==> src/rtl/rt_cmd_pkg.sv <==
package rt_cmd_pkg;
   // memory action implied by a decoded command
   typedef enum logic [1:0] {
      MACT_NONE = 2'd0,
      MACT_READ = 2'd1,
      MACT_ARM  = 2'd2
   } mact_e;

   function automatic mact_e mact_of(input logic is_mode,
                                     input logic data_bit,
                                     input logic tx);
      if (!is_mode || !data_bit) return MACT_NONE;
      return tx ? MACT_READ : MACT_ARM;
   endfunction
endpackage

==> src/rtl/rt_cmd_classify.sv <==
module rt_cmd_classify
   import rt_cmd_pkg::*;
#(
   parameter int ADDR_W         = 5,
   parameter int SUB_W          = 5,
   parameter int CNT_W          = 5,
   parameter int BCAST_ADDR     = 31,
   parameter bit MODE_SA_MAX_EN = 1'b1,
   localparam int WORD_W        = ADDR_W + 1 + SUB_W + CNT_W
) (
   input  logic              valid,
   input  logic              is_cmd,
   input  logic [WORD_W-1:0] word,
   input  logic [ADDR_W-1:0] own_addr,
   input  logic              bcast_en_n,
   output logic              hit,
   output logic              bcast,
   output logic              tx,
   output logic [SUB_W-1:0]  sub,
   output logic [CNT_W-1:0]  cnt,
   output logic              is_mode,
   output mact_e             mact
);
   localparam logic [ADDR_W-1:0] BC_A = ADDR_W'(BCAST_ADDR);

   logic [ADDR_W-1:0] addr;
   logic              to_own, to_bc;

   assign addr = word[WORD_W-1 -: ADDR_W];
   assign tx   = word[SUB_W+CNT_W];
   assign sub  = word[CNT_W +: SUB_W];
   assign cnt  = word[CNT_W-1:0];

   generate
      if (MODE_SA_MAX_EN) begin : g_mode_both
         assign is_mode = (sub == '0) || (&sub);
      end else begin : g_mode_zero
         assign is_mode = (sub == '0);
      end
   endgenerate

   assign to_bc  = (addr == BC_A);
   assign to_own = (addr == own_addr) && !to_bc;
   assign bcast  = to_bc;
   assign hit    = valid && is_cmd && (to_own || (to_bc && !bcast_en_n));
   assign mact   = mact_of(is_mode, cnt[CNT_W-1], tx);
endmodule

==> src/rtl/rt_mode_data_track.sv <==
module rt_mode_data_track
   import rt_cmd_pkg::*;
#(
   parameter int WORD_W = 16,
   parameter int CNT_W  = 5
) (
   input  logic              clk,
   input  logic              rst_n,
   input  logic              cmd_seen,
   input  logic              cmd_hit,
   input  mact_e             cmd_mact,
   input  logic [CNT_W-1:0]  cmd_code,
   input  logic              data_valid,
   input  logic [WORD_W-1:0] data_word,
   output logic              wr_stb,
   output logic [CNT_W-1:0]  wr_code,
   output logic [WORD_W-1:0] wr_data
);
   logic             armed;
   logic [CNT_W-1:0] arm_code;

   always_ff @(posedge clk or negedge rst_n) begin
      if (!rst_n) begin
         armed    <= 1'b0;
         arm_code <= '0;
         wr_stb   <= 1'b0;
         wr_code  <= '0;
         wr_data  <= '0;
      end else begin
         wr_stb <= 1'b0;
         if (cmd_seen) begin
            armed <= cmd_hit && (cmd_mact == MACT_ARM);
            if (cmd_hit) arm_code <= cmd_code;
         end else if (data_valid && armed) begin
            armed   <= 1'b0;
            wr_stb  <= 1'b1;
            wr_code <= arm_code;
            wr_data <= data_word;
         end
      end
   end

   // every write consumes the arming, so two writes never follow back to back
   assert_single_write_R7: assert property (@(posedge clk) disable iff (!rst_n)
      wr_stb |=> !wr_stb);
   // a command word in the cycle before leaves no write
   assert_cmd_cancels_R9: assert property (@(posedge clk) disable iff (!rst_n)
      cmd_seen |=> !wr_stb);
endmodule

==> src/rtl/rt_cmd_decoder.sv <==
module rt_cmd_decoder
   import rt_cmd_pkg::*;
#(
   parameter int ADDR_W         = 5,
   parameter int SUB_W          = 5,
   parameter int CNT_W          = 5,
   parameter int BCAST_ADDR     = 31,
   parameter bit MODE_SA_MAX_EN = 1'b1,
   localparam int WORD_W        = ADDR_W + 1 + SUB_W + CNT_W,
   localparam int MADDR_W       = CNT_W + 1
) (
   input  logic               clk,
   input  logic               rst_n,
   input  logic               word_valid,
   input  logic               word_is_cmd,
   input  logic [WORD_W-1:0]  word_data,
   input  logic [ADDR_W-1:0]  own_addr,
   input  logic               bcast_en_n,
   output logic               cmd_stb,
   output logic               cmd_tx,
   output logic [SUB_W-1:0]   cmd_sub,
   output logic [CNT_W-1:0]   cmd_cnt,
   output logic               cmd_is_mode,
   output logic               cmd_bcast,
   output logic               mode_stb,
   output logic [CNT_W-1:0]   mode_code,
   output logic               mem_rd,
   output logic               mem_wr,
   output logic [MADDR_W-1:0] mem_addr,
   output logic [WORD_W-1:0]  mem_wdata
);
   generate
      if (BCAST_ADDR < 0 || BCAST_ADDR >= (1 << ADDR_W)) begin : g_bad_bcast
         $error("BCAST_ADDR does not fit in ADDR_W bits");
      end
      if (CNT_W < 1 || SUB_W < 1 || ADDR_W < 1) begin : g_bad_width
         $error("field widths must be positive");
      end
   endgenerate

   logic             c_hit, c_bcast, c_tx, c_mode;
   logic [SUB_W-1:0] c_sub;
   logic [CNT_W-1:0] c_cnt;
   mact_e            c_mact;
   logic [CNT_W-1:0] w_code;

   rt_cmd_classify #(
      .ADDR_W(ADDR_W), .SUB_W(SUB_W), .CNT_W(CNT_W),
      .BCAST_ADDR(BCAST_ADDR), .MODE_SA_MAX_EN(MODE_SA_MAX_EN)
   ) u_classify (
      .valid(word_valid), .is_cmd(word_is_cmd), .word(word_data),
      .own_addr(own_addr), .bcast_en_n(bcast_en_n),
      .hit(c_hit), .bcast(c_bcast), .tx(c_tx), .sub(c_sub), .cnt(c_cnt),
      .is_mode(c_mode), .mact(c_mact)
   );

   rt_mode_data_track #(.WORD_W(WORD_W), .CNT_W(CNT_W)) u_track (
      .clk(clk), .rst_n(rst_n),
      .cmd_seen(word_valid && word_is_cmd), .cmd_hit(c_hit),
      .cmd_mact(c_mact), .cmd_code(c_cnt),
      .data_valid(word_valid && !word_is_cmd), .data_word(word_data),
      .wr_stb(mem_wr), .wr_code(w_code), .wr_data(mem_wdata)
   );

   always_ff @(posedge clk or negedge rst_n) begin
      if (!rst_n) begin
         cmd_stb     <= 1'b0;
         cmd_tx      <= 1'b0;
         cmd_sub     <= '0;
         cmd_cnt     <= '0;
         cmd_is_mode <= 1'b0;
         cmd_bcast   <= 1'b0;
         mode_stb    <= 1'b0;
         mode_code   <= '0;
         mem_rd      <= 1'b0;
      end else begin
         cmd_stb  <= c_hit;
         mode_stb <= c_hit && c_mode;
         mem_rd   <= c_hit && (c_mact == MACT_READ);
         if (c_hit) begin
            cmd_tx      <= c_tx;
            cmd_sub     <= c_sub;
            cmd_cnt     <= c_cnt;
            cmd_is_mode <= c_mode;
            cmd_bcast   <= c_bcast;
            if (c_mode) mode_code <= c_cnt;
         end
      end
   end

   assign mem_addr = mem_wr ? {1'b0, w_code} : {cmd_tx, cmd_cnt};

   assert_mode_with_cmd_R5: assert property (@(posedge clk) disable iff (!rst_n)
      mode_stb |-> (cmd_stb && cmd_is_mode));
   assert_bcast_gated_R4: assert property (@(posedge clk) disable iff (!rst_n)
      (cmd_stb && cmd_bcast) |-> $past(!bcast_en_n));
   assert_read_is_tx_mode_R8: assert property (@(posedge clk) disable iff (!rst_n)
      mem_rd |-> (cmd_stb && cmd_tx && cmd_is_mode && cmd_cnt[CNT_W-1]));
   assert_one_request_R11: assert property (@(posedge clk) disable iff (!rst_n)
      $onehot0({mem_rd, mem_wr}));
   assert_low_codes_quiet_R6: assert property (@(posedge clk) disable iff (!rst_n)
      (cmd_stb && !cmd_cnt[CNT_W-1]) |-> !mem_rd);
endmodule

==> config.mk <==
export PLATFORM = sky130hd
export DESIGN_NAME = rt_cmd_decoder
export DESIGN_NICKNAME = d
export VERILOG_FILES = /design/src/rtl/rt_cmd_pkg.sv /design/src/rtl/rt_cmd_classify.sv /design/src/rtl/rt_mode_data_track.sv /design/src/rtl/rt_cmd_decoder.sv
export SDC_FILE = /design/constraint.sdc
export NUM_CORES = 1
export LEC_CHECK = 0
export ABC_AREA = 1
export ABC_CLOCK_PERIOD_IN_PS = 1150
export BUFFER_PORTS_ARGS = -buffer_cell sky130_fd_sc_hd__buf_2
export CAP_MARGIN = 20
export CORE_MARGIN = 3
export CORE_UTILIZATION = 44
export CTS_CLUSTER_SIZE = 14
export DETAILED_ROUTE_END_ITERATION = 8
export HOLD_SLACK_MARGIN = 0.03
export PLACE_DENSITY = 0.74
export SLEW_MARGIN = 20
export SYNTH_ARGS = -nofsm -noshare
export SYNTH_HDL_FRONTEND = slang
export SYNTH_SLANG_ARGS = --single-unit
==> constraint.sdc <==
create_clock -name clk -period 1.15 [get_ports clk]
set_input_delay 0.115 -clock clk [delete_from_list [all_inputs] [get_ports clk]]
set_output_delay 0.115 -clock clk [all_outputs]
set_load 0.05 [all_outputs]
---- Word level (Yosys, flattened, before mapping) ----
Cells that the tools add are included.
storage, ports and cells
  register bits after elaboration ......... 49
  input port bits ......................... 26
  output and inout port bits .............. 44
  logic and storage cells ................. 51
cells by class
  bitwise gates (word level) .............. 1
  multiplexer cells ....................... 9
  equality and inequality tests ........... 4
  reduce and logical (&&, ||, !) cells .... 23
operator list
  operator                                                          number
  1-bit logical AND                                                 9
  2-bit 2-to-1 mux                                                  3
  6-bit 2-to-1 mux                                                  1
  2-bit AND reduction                                               3
  5-bit == test                                                     1
  5-bit == test (second input constant)                             1
  1-bit logical NOT                                                 5
  5-bit logical NOT                                                 1
  1-bit 2-to-1 mux                                                  5
  5-bit AND reduction                                               1
  1-bit logical OR                                                  3
  2-bit by 1-bit == test with 1-bit output (second input constant)  1
  2-bit == test (second input constant)                             1
  2-bit nonzero test                                                1
  1-bit inverter                                                    1

---- Longest topological paths before layout ----
Gate-level depths: netlist of run 1.
  depth after elaboration ................. 9
  gate-level depth with buffers ........... 11
  gate-level depth less buffers ........... 10

---- By module ----
Synthesis of run 1 repeated with hierarchy kept, for this count alone.
unflattened totals
  cell total of the unflattened synthesis .. 272
  area total of the unflattened synthesis .. 2265.9 sq um
by module, submodules not included
  module              sequential area each (sq um)  cells each  area each (sq um)  instances
  rt_mode_data_track  700.7                         123         1147.4             1
  rt_cmd_decoder      525.5                         97          857.1              1
  rt_cmd_classify     0.0                           52          261.5              1

---- Least setup slack after synthesis of run 1 ----
No wires, ideal clock.
  path type ............................... reg2out
  start ................................... register u_track.wr_stb
  end ..................................... output mem_addr[1]
  required time ........................... 1.035 ns
  path slack .............................. -0.894 ns
  path buffers ............................ 1
  stages on the path, launching flop included .. 3
  arrival ................................. 1.929 ns
  cell sequence ........................... dfrtp_1 > clkbuf_1 > o21ai_0
between the ends
  longest elaborated chain between the ends .. 1
RTL lines
  what                    RTL line                  source
  from (decl)             rt_mode_data_track.sv:15  output logic wr_stb,
  from (signal assigned)  rt_mode_data_track.sv:26  wr_stb <= 1'b0;
  from (signal assigned)  rt_mode_data_track.sv:30  wr_stb <= 1'b0;
  from (signal assigned)  rt_mode_data_track.sv:36  wr_stb <= 1'b1;
  6-bit 2-to-1 mux        rt_cmd_decoder.sv:91      assign mem_addr = mem_wr ? {1'b0, w_code} : {cmd_tx, cmd_cnt};
  to (decl)               rt_cmd_decoder.sv:29      output logic [MADDR_W-1:0] mem_addr,
Every way passes these cells.

---- Worst setup path after layout of run 1 ----
  start ................................... register u_track.wr_stb
  end ..................................... output mem_addr[4]
The elaborated chain is that of the path after synthesis.

==> results of run 1 <==
power by group through the flow:
stage / combinational (uW) / clock [uW] / sequential (uW)
after floorplan: 733 / 0 / 2380
after global placement: 1680 / 0 / 1820
after detailed placement: 1700 / 0 / 1830
after CTS: 1830 / 951 / 1800
after global routing: 1910 / 1030 / 1820
final: 1810 / 921 / 1800
cell families after synthesis:
logic type	Yosys count	synth area share [%]
AO/OA/AOI/OAI	39	12.1
flip-flops	44	54.7
AND/OR/NAND/NOR	97	22.6
multiplexers	1	0.683
buffers and inverters	47	9.94
worst max-delay path, delay by kind of cell, from the launching register on:
kind / cells / cell delay, ns
flip-flops: 1 / 0.44
AO/OA/AOI/OAI: 1 / 0.12
buffers and inverters: 2 / 0.33
routing by layer:
metal  routed length, um  track usage [%]  vias to the layer above
met5                   0                0                        -
met3                 372             6.16                        6
li1                    -                -                      881
met4                  62             6.04                        0
met2                2050             29.2                       56
met1                2040             25.3                      770
flip-flops by register name (all words and copies together), names as in the netlist, 5 cells and up:
name,count
cmd_cnt,5
cmd_sub,5
u_track.wr_data,16
mode_code,5
u_track.wr_code,5
layout make-up:
cell class	count	area, um^2	share of cell area (%)
inverters	40	150	5.41
repair buffers	89	582	21.0
well taps	50	62.6	2.25
flip-flops and latches	44	1110	40.0
clock inverters	1	5.00	0.180
multi-input cells	137	791	28.5
clock buffers	7	76.3	2.75
through the flow:
| stage | total power [uW] | instances | util, % |
|---|---|---|---|
| 3_5_place_dp | 3530 | 356 | 61.6 |
| 5_1_grt | 4760 | 368 | 66.1 |
| 3_3_place_gp | 3510 | 356 | 61.6 |
| 4_1_cts | 4580 | 368 | 65.8 |
| 2_1_floorplan | 3110 | 228 | - |
| 6_report | 4530 | 368 | 66.1 |
layout by cell type, fill, tap and decap left out:
master	synthesis	final
o21ai_2	12	12
clkbuf_1	5	2
o21ai_0	25	16
clkbuf_8	0	5
o21ai_4	0	5
nor3_2	1	1
buf_8	0	1
buf_12	1	2
nand4_1	8	8
nor2_4	1	2
nand3_2	3	3
dlygate4sd3_1	0	2
buf_2	0	63
a21boi_0	1	1
inv_2	6	6
buf_4	0	12
nand2_2	9	14
nor2_2	2	3
clkinv_2	0	1
nor2_1	3	1
buf_6	1	9
mux2i_2	1	1
o21ai_1	1	5
nand2_1	66	61
inv_1	34	34
nand3_1	3	3
nand2_4	1	1
dfrtp_1	44	37
dfrtp_2	0	7
repair_timing:
| action | in CTS | in global routing |
|---|---|---|
| pin swaps | 1 | 0 |
| gates resized for setup | 20 | 7 |
| gates cloned | 0 | 0 |
| setup buffers | 2 | 0 |
| setup endpoints to repair | 7 | 28 |
| endpoints found under the hold margin | 45 | 0 |
| hold buffers | 2 | 0 |
how the worst max path moves through the flow:
| stage | to | slack (ns) | depth (start not counted) |
|---|---|---|---|
| finish | mem_addr[4] | -0.14 | 3 |
| global route | mem_addr[0] | -0.20 | 3 |
| CTS | mem_addr[4] | -0.16 | 3 |
| detailed placement | mem_rd$_DFF_PN0_ | -0.12 | 11 |
| global placement | mem_rd$_DFF_PN0_ | -0.05 | 7 |
| floorplan | mem_addr[1] | -0.03 | 2 |
==> results.md, run 1 <==
* Status: complete, but fails checks
* Failing checks: negative setup slack
* Synth area leaders: dfrtp_1 (55%), nand2_1 (12%), inv_1 (6.3%)
* Core outline area at ~4200 um^2
* Combinational cell fraction of total power at approximately two fifths
* Avg Cell Area, Syn at just under 9 um^2
* Synth top cells by count: nand2_1 (66), dfrtp_1 (44), inv_1 (34), o21ai_0 (25), o21ai_2 (12)
* Root buf cell: clkbuf_8
* Synth-to-layout area growth at 37.9%
* Most used DFF post-synth: dfrtp_1
* Clock power share at between 20% and 30%
* Max-Slew Margin vs Limit at between 80% and 90%
* Synthesized flop and latch total at 44
* Beginning of the worst hold path: word_data[10]
* Yosys top cell area share at 54.7%
* CP Data Arrival Time at around 1.2 ns
* Startpoint Class: register
* Vias post-DR at 1713
* Seq/Total Area, Yosys at a little over half
* Pre-CTS WS at -0.118 ns
* Final hold slack at ~0.048 ns
* DRC viols at 0
* CTS tree: built
* Cell taking the most area after synthesis: dfrtp_1
* Final net count at between 300 and 400
* Final WL at ~4500 um
* Max Freq at just under 0.8 GHz
* Worst Hold Class: in2reg
* Post-DP Area at 2590 um^2
* Filler instances at ~370
* Finish-stage setup viols at 7
* Number of H-tree levels at 2
* Share of flip-flops with an asynchronous set or reset at 100%
* Hold Crit Depth at 3
* Worst r2r src: u_track.armed$_DFFE_PN0P_
* Post-Layout Inst Area at between 2000 and 3000 um^2
* Initial antenna violation count at 0
* Switching portion of total power at between 40% and 50%
* Reg2reg end: u_track.wr_data[10]$_DFFE_PN0P_
* Worst-path fanout max at 6
* Reg power frac at between 30% and 40%
* WL/cell at 12.3 um
* TNS Setup at -0.914 ns
* Hold-critical path endpoint: cmd_tx$_DFFE_PN0P_
* Yosys warns at 0
* Post-detail-place hpwl at 3470 um
* Synth cell types at 21
* Clk slew on worst S/H paths at about 0.080 ns
* R2r setup slk at between 0.1 and 0.15 ns
* Vias in the first global route at 1697
* Fin crit share at 113%
* Required time worst endpoint at 1.03 ns
* Slew @ Worst Pin at 0.260 ns
* Total net switching power at 1840 uW
* Final Max Slew Viols at 0
* Mapped Nets at approximately 250
* Top-count cell post-synth: nand2_1
* Crit. Startpoint: u_track.wr_stb$_DFF_PN0_
* Final setup skew at ~0.0034 ns
* Count of port buffers added during placement at 69
* Clock Path Buffers at 2
* Vias per Instance at roughly 4.7
* DRT iter0 DRCs at 113
* Max-cap viol count at 0
* Die area at roughly 5400 um^2
* R2R depth at 6
* Clk_lat worst skew at ~0.29 ns
* EDFF count, synth at 0
* Max stage delay on crit path at approximately 0.44 ns
* IO Pins at 70
* Clk sinks at 44
* Pleak at around 0.0015 uW
* Antenna fix cells at 0
* Overflow after GRT at 0
* Starting density of the core at between 40% and 50%
* Cells along the critical path: buf_8 > o21ai_4 > buf_6
* Fin. Hold Viols at 0
* Max VDD drop at 1010 uV
* Internal at ~2700 uW
* First-pass GRT wire length at about 8000 um
* Largest net degree at the start of global routing at between 40 and 50
* Crit. End Element: primary output
* Die H at 73.6 um
* Crit path max-delay cell type: dfrtp_2
* Gate Count Post-Synth at between 200 and 250
* First-pass DRT Iterations at 4
* Post-route ant nets at 0
* Crit path time final at roughly 1.3 ns
* Power per cell area at 1630 nW/um^2
* WS Path Type: reg2out
* Row count at 23
* GRT Total Usage at a little under a fifth
* Final worst setup slack at -0.145 ns
* Cell Area, Synth at 2010 um^2
* CTS Buf Count at 5
* Die span in x at approximately 74 um
* Routability-driven placement congestion ratio at just under 0.9
* Unrepaired setup endpoints after global routing: true
* Share of layout cells above drive strength 1 at 46.5%
No activity file was read; power rests on OpenSTA's default activity.
==> run 2, diff against run 1 <==
--- a/config.mk
+++ b/config.mk
@@ -6,15 +6,16 @@
 export NUM_CORES = 1
 export LEC_CHECK = 0
 export ABC_AREA = 1
-export ABC_CLOCK_PERIOD_IN_PS = 1150
+export ABC_CLOCK_PERIOD_IN_PS = 1400
 export BUFFER_PORTS_ARGS = -buffer_cell sky130_fd_sc_hd__buf_2
 export CAP_MARGIN = 20
 export CORE_MARGIN = 3
-export CORE_UTILIZATION = 44
+export CORE_UTILIZATION = 45
+export CTS_CLUSTER_DIAMETER = 150
 export CTS_CLUSTER_SIZE = 14
 export DETAILED_ROUTE_END_ITERATION = 8
 export HOLD_SLACK_MARGIN = 0.03
-export PLACE_DENSITY = 0.74
+export PLACE_DENSITY = 0.73
 export SLEW_MARGIN = 20
 export SYNTH_ARGS = -nofsm -noshare
 export SYNTH_HDL_FRONTEND = slang
==> constraint.sdc (replaced) <==
create_clock -name clk -period 1.4 [get_ports clk]
set_input_delay 0.14 -clock clk [delete_from_list [all_inputs] [get_ports clk]]
set_output_delay 0.14 -clock clk [all_outputs]
set_load 0.05 [all_outputs]
==> run 2 against run 1 <==
Effect of this change: the run now ends clean; total power decreased by 19%; clock skew decreased by 0.0015 ns; combinational power decreased by 24%; core utilization decreased by 2.7 points; final area decreased by 5.4%; final cell count decreased by 3.0%; global-route usage decreased by 0.55 points; non-clock buffer count decreased by 11; setup slack improved by 0.19 ns; sequential cell count unchanged; register-to-register slack improved by 0.14 ns; via count decreased by 1.2%; highest routed layer unchanged.
==> results.md, run 2 (synthesis gave the netlist of run 1 again) <==
* WL/cell at 12.4 um (+1.1%)
* Max Freq at between 0.7 and 0.8 GHz
* Clk sinks at 44 (unchanged)
* Root buf cell: clkbuf_8
* Max-Slew Margin vs Limit at 82.9% (+0.15 points)
* Fin. Hold Viols at 0 (unchanged)
* Number of H-tree levels at 2 (unchanged)
* DRT iter0 DRCs at 97 (-14%)
* First-pass DRT Iterations at 4 (unchanged)
* Clock Path Buffers at 2 (unchanged)
* Fin crit share at 96.7%
* GRT Total Usage at 18.4% (-0.55 points)
* Power per cell area at 1390 nW/um^2 (-15%)
* IO Pins at 70 (unchanged)
* Status: finished, final reports clean
* Overall power at 3650 uW (-19%)
* Max-cap viol count at 0 (unchanged)
* Clk slew on worst S/H paths at 0.08 ns (about the same)
* Unrepaired setup endpoints after global routing: false
* Final setup skew at 0.00197 ns (-0.00147 ns)
* CP Data Arrival Time at 1.21 ns (+0.03 ns)
* Hold Crit Depth at 3 (unchanged)
* Commonest non-fill, non-tap cell in the layout: nand2_1
* Required time worst endpoint at 1.26 ns (+0.23 ns)
* Crit. End Element: primary output
* Row count at 23 (unchanged)
* Beginning of the worst hold path: word_data[10]
* Vias per Instance at 4.74 (+1.9%)
* Pleak at 0.00146 uW (-4.5%)
* Crit path time final at between 1 and 1.5 ns
* Max reg flops at 16 (unchanged)
* CTS tree: built
* First-pass GRT wire length at 7480 um (-3.9%)
* Antenna fix cells at 0 (unchanged)
* Initial antenna violation count at 0 (unchanged)
* Startpoint Class: register
* Largest reg by FF count: u_track.wr_data
* R2R depth at 6 (unchanged)
* WS Path Type: reg2out
* Reg2reg end: u_track.wr_data[11]$_DFFE_PN0P_
* Synth-to-layout area growth at 30.5%
* Slew @ Worst Pin at 0.256 ns (-0.00399 ns)
* Final WL at 4440 um (-1.9%)
* Starting density of the core at 48.6% (+0.67 points)
* Worst-path fanout max at 5 (-1)
* Share of layout cells above drive strength 1 at 40.7% (-5.8 points)
* Worst Hold Class: in2reg
* Max stage delay on crit path at 0.46 ns (+0.02 ns)
* Commonest non-fill, non-tap cells in the layout: nand2_1 (66), buf_2 (63), dfrtp_1 (43)
* Die span in x at 72.9 um (-1.0%)
* Finish-stage setup viols at 0 (-7)
* Post-route ant nets at 0 (unchanged)
* Core outline area at 4140 um^2 (-1.4%)
* Final hold slack at 0.0648 ns (+0.0172 ns)
* Largest net degree at the start of global routing at 45 (unchanged)
* Clk_lat worst skew at 0.29 ns (about the same)
* Crit path max-delay cell type: dfrtp_2
* Filler instances at 395 (+5.9%)
* CTS Buf Count at 5 (unchanged)
* Post-detail-place hpwl at 3340 um (-3.7%)
* DRC viols at 0 (unchanged)
* Final net count at 332 (-3.2%)
* Routability-driven placement congestion ratio at 0.867 (-2.3%)
* Worst r2r src: u_track.armed$_DFFE_PN0P_
* Overflow after GRT at 0 (unchanged)
* Count of port buffers added during placement at 69 (unchanged)
* Vias in the first global route at 1682 (-0.88%)
* Final Max Slew Viols at 0 (unchanged)
* Die area at 5310 um^2 (-2.0%)
* Die H at 72.9 um (-1.0%)
* Cells along the critical path: buf_12 > o21ai_2 > buf_4
* Max VDD drop at 824 uV (-18%)
* Vias post-DR at 1693 (-1.2%)
* TNS Setup at 0 ns (+0.914 ns)
* R2r setup slk at 0.25 ns (+0.14 ns)
* Hold-critical path endpoint: cmd_tx$_DFFE_PN0P_
[run 2: changes by cell type in the layout (fill, tap and decap cells not counted), sizes merged]
cell | previous run | this run
clkinv | 1 | 0
buf | 87 | 76
clkbuf | 7 | 8
[run 2: through the flow]
step	std cells	util, %	cell area, um^2	setup slack [ns]
finish	357	63.4	2630	0.0462
CTS	357	63.1	2610	0.00361
global route	357	63.4	2630	0.00434
global placement	345	59.1	2450	0.115
detailed placement	345	59.1	2450	0.105
floorplan	228	-	2040	0.00554
[run 2: metal layers]
layer	routed length, um	vias to the layer above	GRT usage [%]
met5	0	-	0
li1	-	859	-
met3	366	6	4.96
met1	2000	773	24.2
met2	2020	55	28.3
met4	51	0	8.61
[run 2: worst max path at each step]
stage                              from                to  slack [ns]  cells after the start
2_1_floorplan  u_track.wr_stb$_DFF_PN0_       mem_addr[1]       0.006                      2
3_3_place_gp              word_data[15]  mem_rd$_DFF_PN0_        0.12                     10
3_5_place_dp              word_data[15]  mem_rd$_DFF_PN0_        0.10                     10
4_1_cts        u_track.wr_stb$_DFF_PN0_       mem_addr[5]       0.004                      3
5_1_grt        u_track.wr_stb$_DFF_PN0_       mem_addr[0]       0.004                      3
6_report       u_track.wr_stb$_DFF_PN0_       mem_addr[0]        0.05                      3
[run 2: layout make-up]
class / instances / area (um^2) / area share (%)
flip-flops and latches: 44 / 1100 / 42.0
repair buffers: 78 / 482 / 18.3
inverters: 40 / 150 / 5.71
multi-input cells: 137 / 741 / 28.2
well taps: 50 / 62.6 / 2.38
clock buffers: 8 / 90.1 / 3.43
[run 2: timing repair]
item / 4_1_cts / 5_1_grt
resized for setup: 5 / 6
endpoints found under the hold margin: 45 / 0
gates cloned: 0 / 0
hold buffers: 2 / 0
endpoints found under the setup margin: 5 / 5
setup buffers: 2 / 0
[run 2: power by group]
part	switching (uW)	leakage (uW)	internal, uW
Sequential	66.8	0.000572	1400
Clock	407	0.0000455	402
Combinational	1010	0.000844	370
Total	1480	0.00146	2170
[run 2: worst max-delay path, delay by kind of cell (launching register included)]
family	cells	cell delay (ns)
DFF	1	0.46
buffers and inverters	2	0.34
AOI/OAI and AO/OA	1	0.11
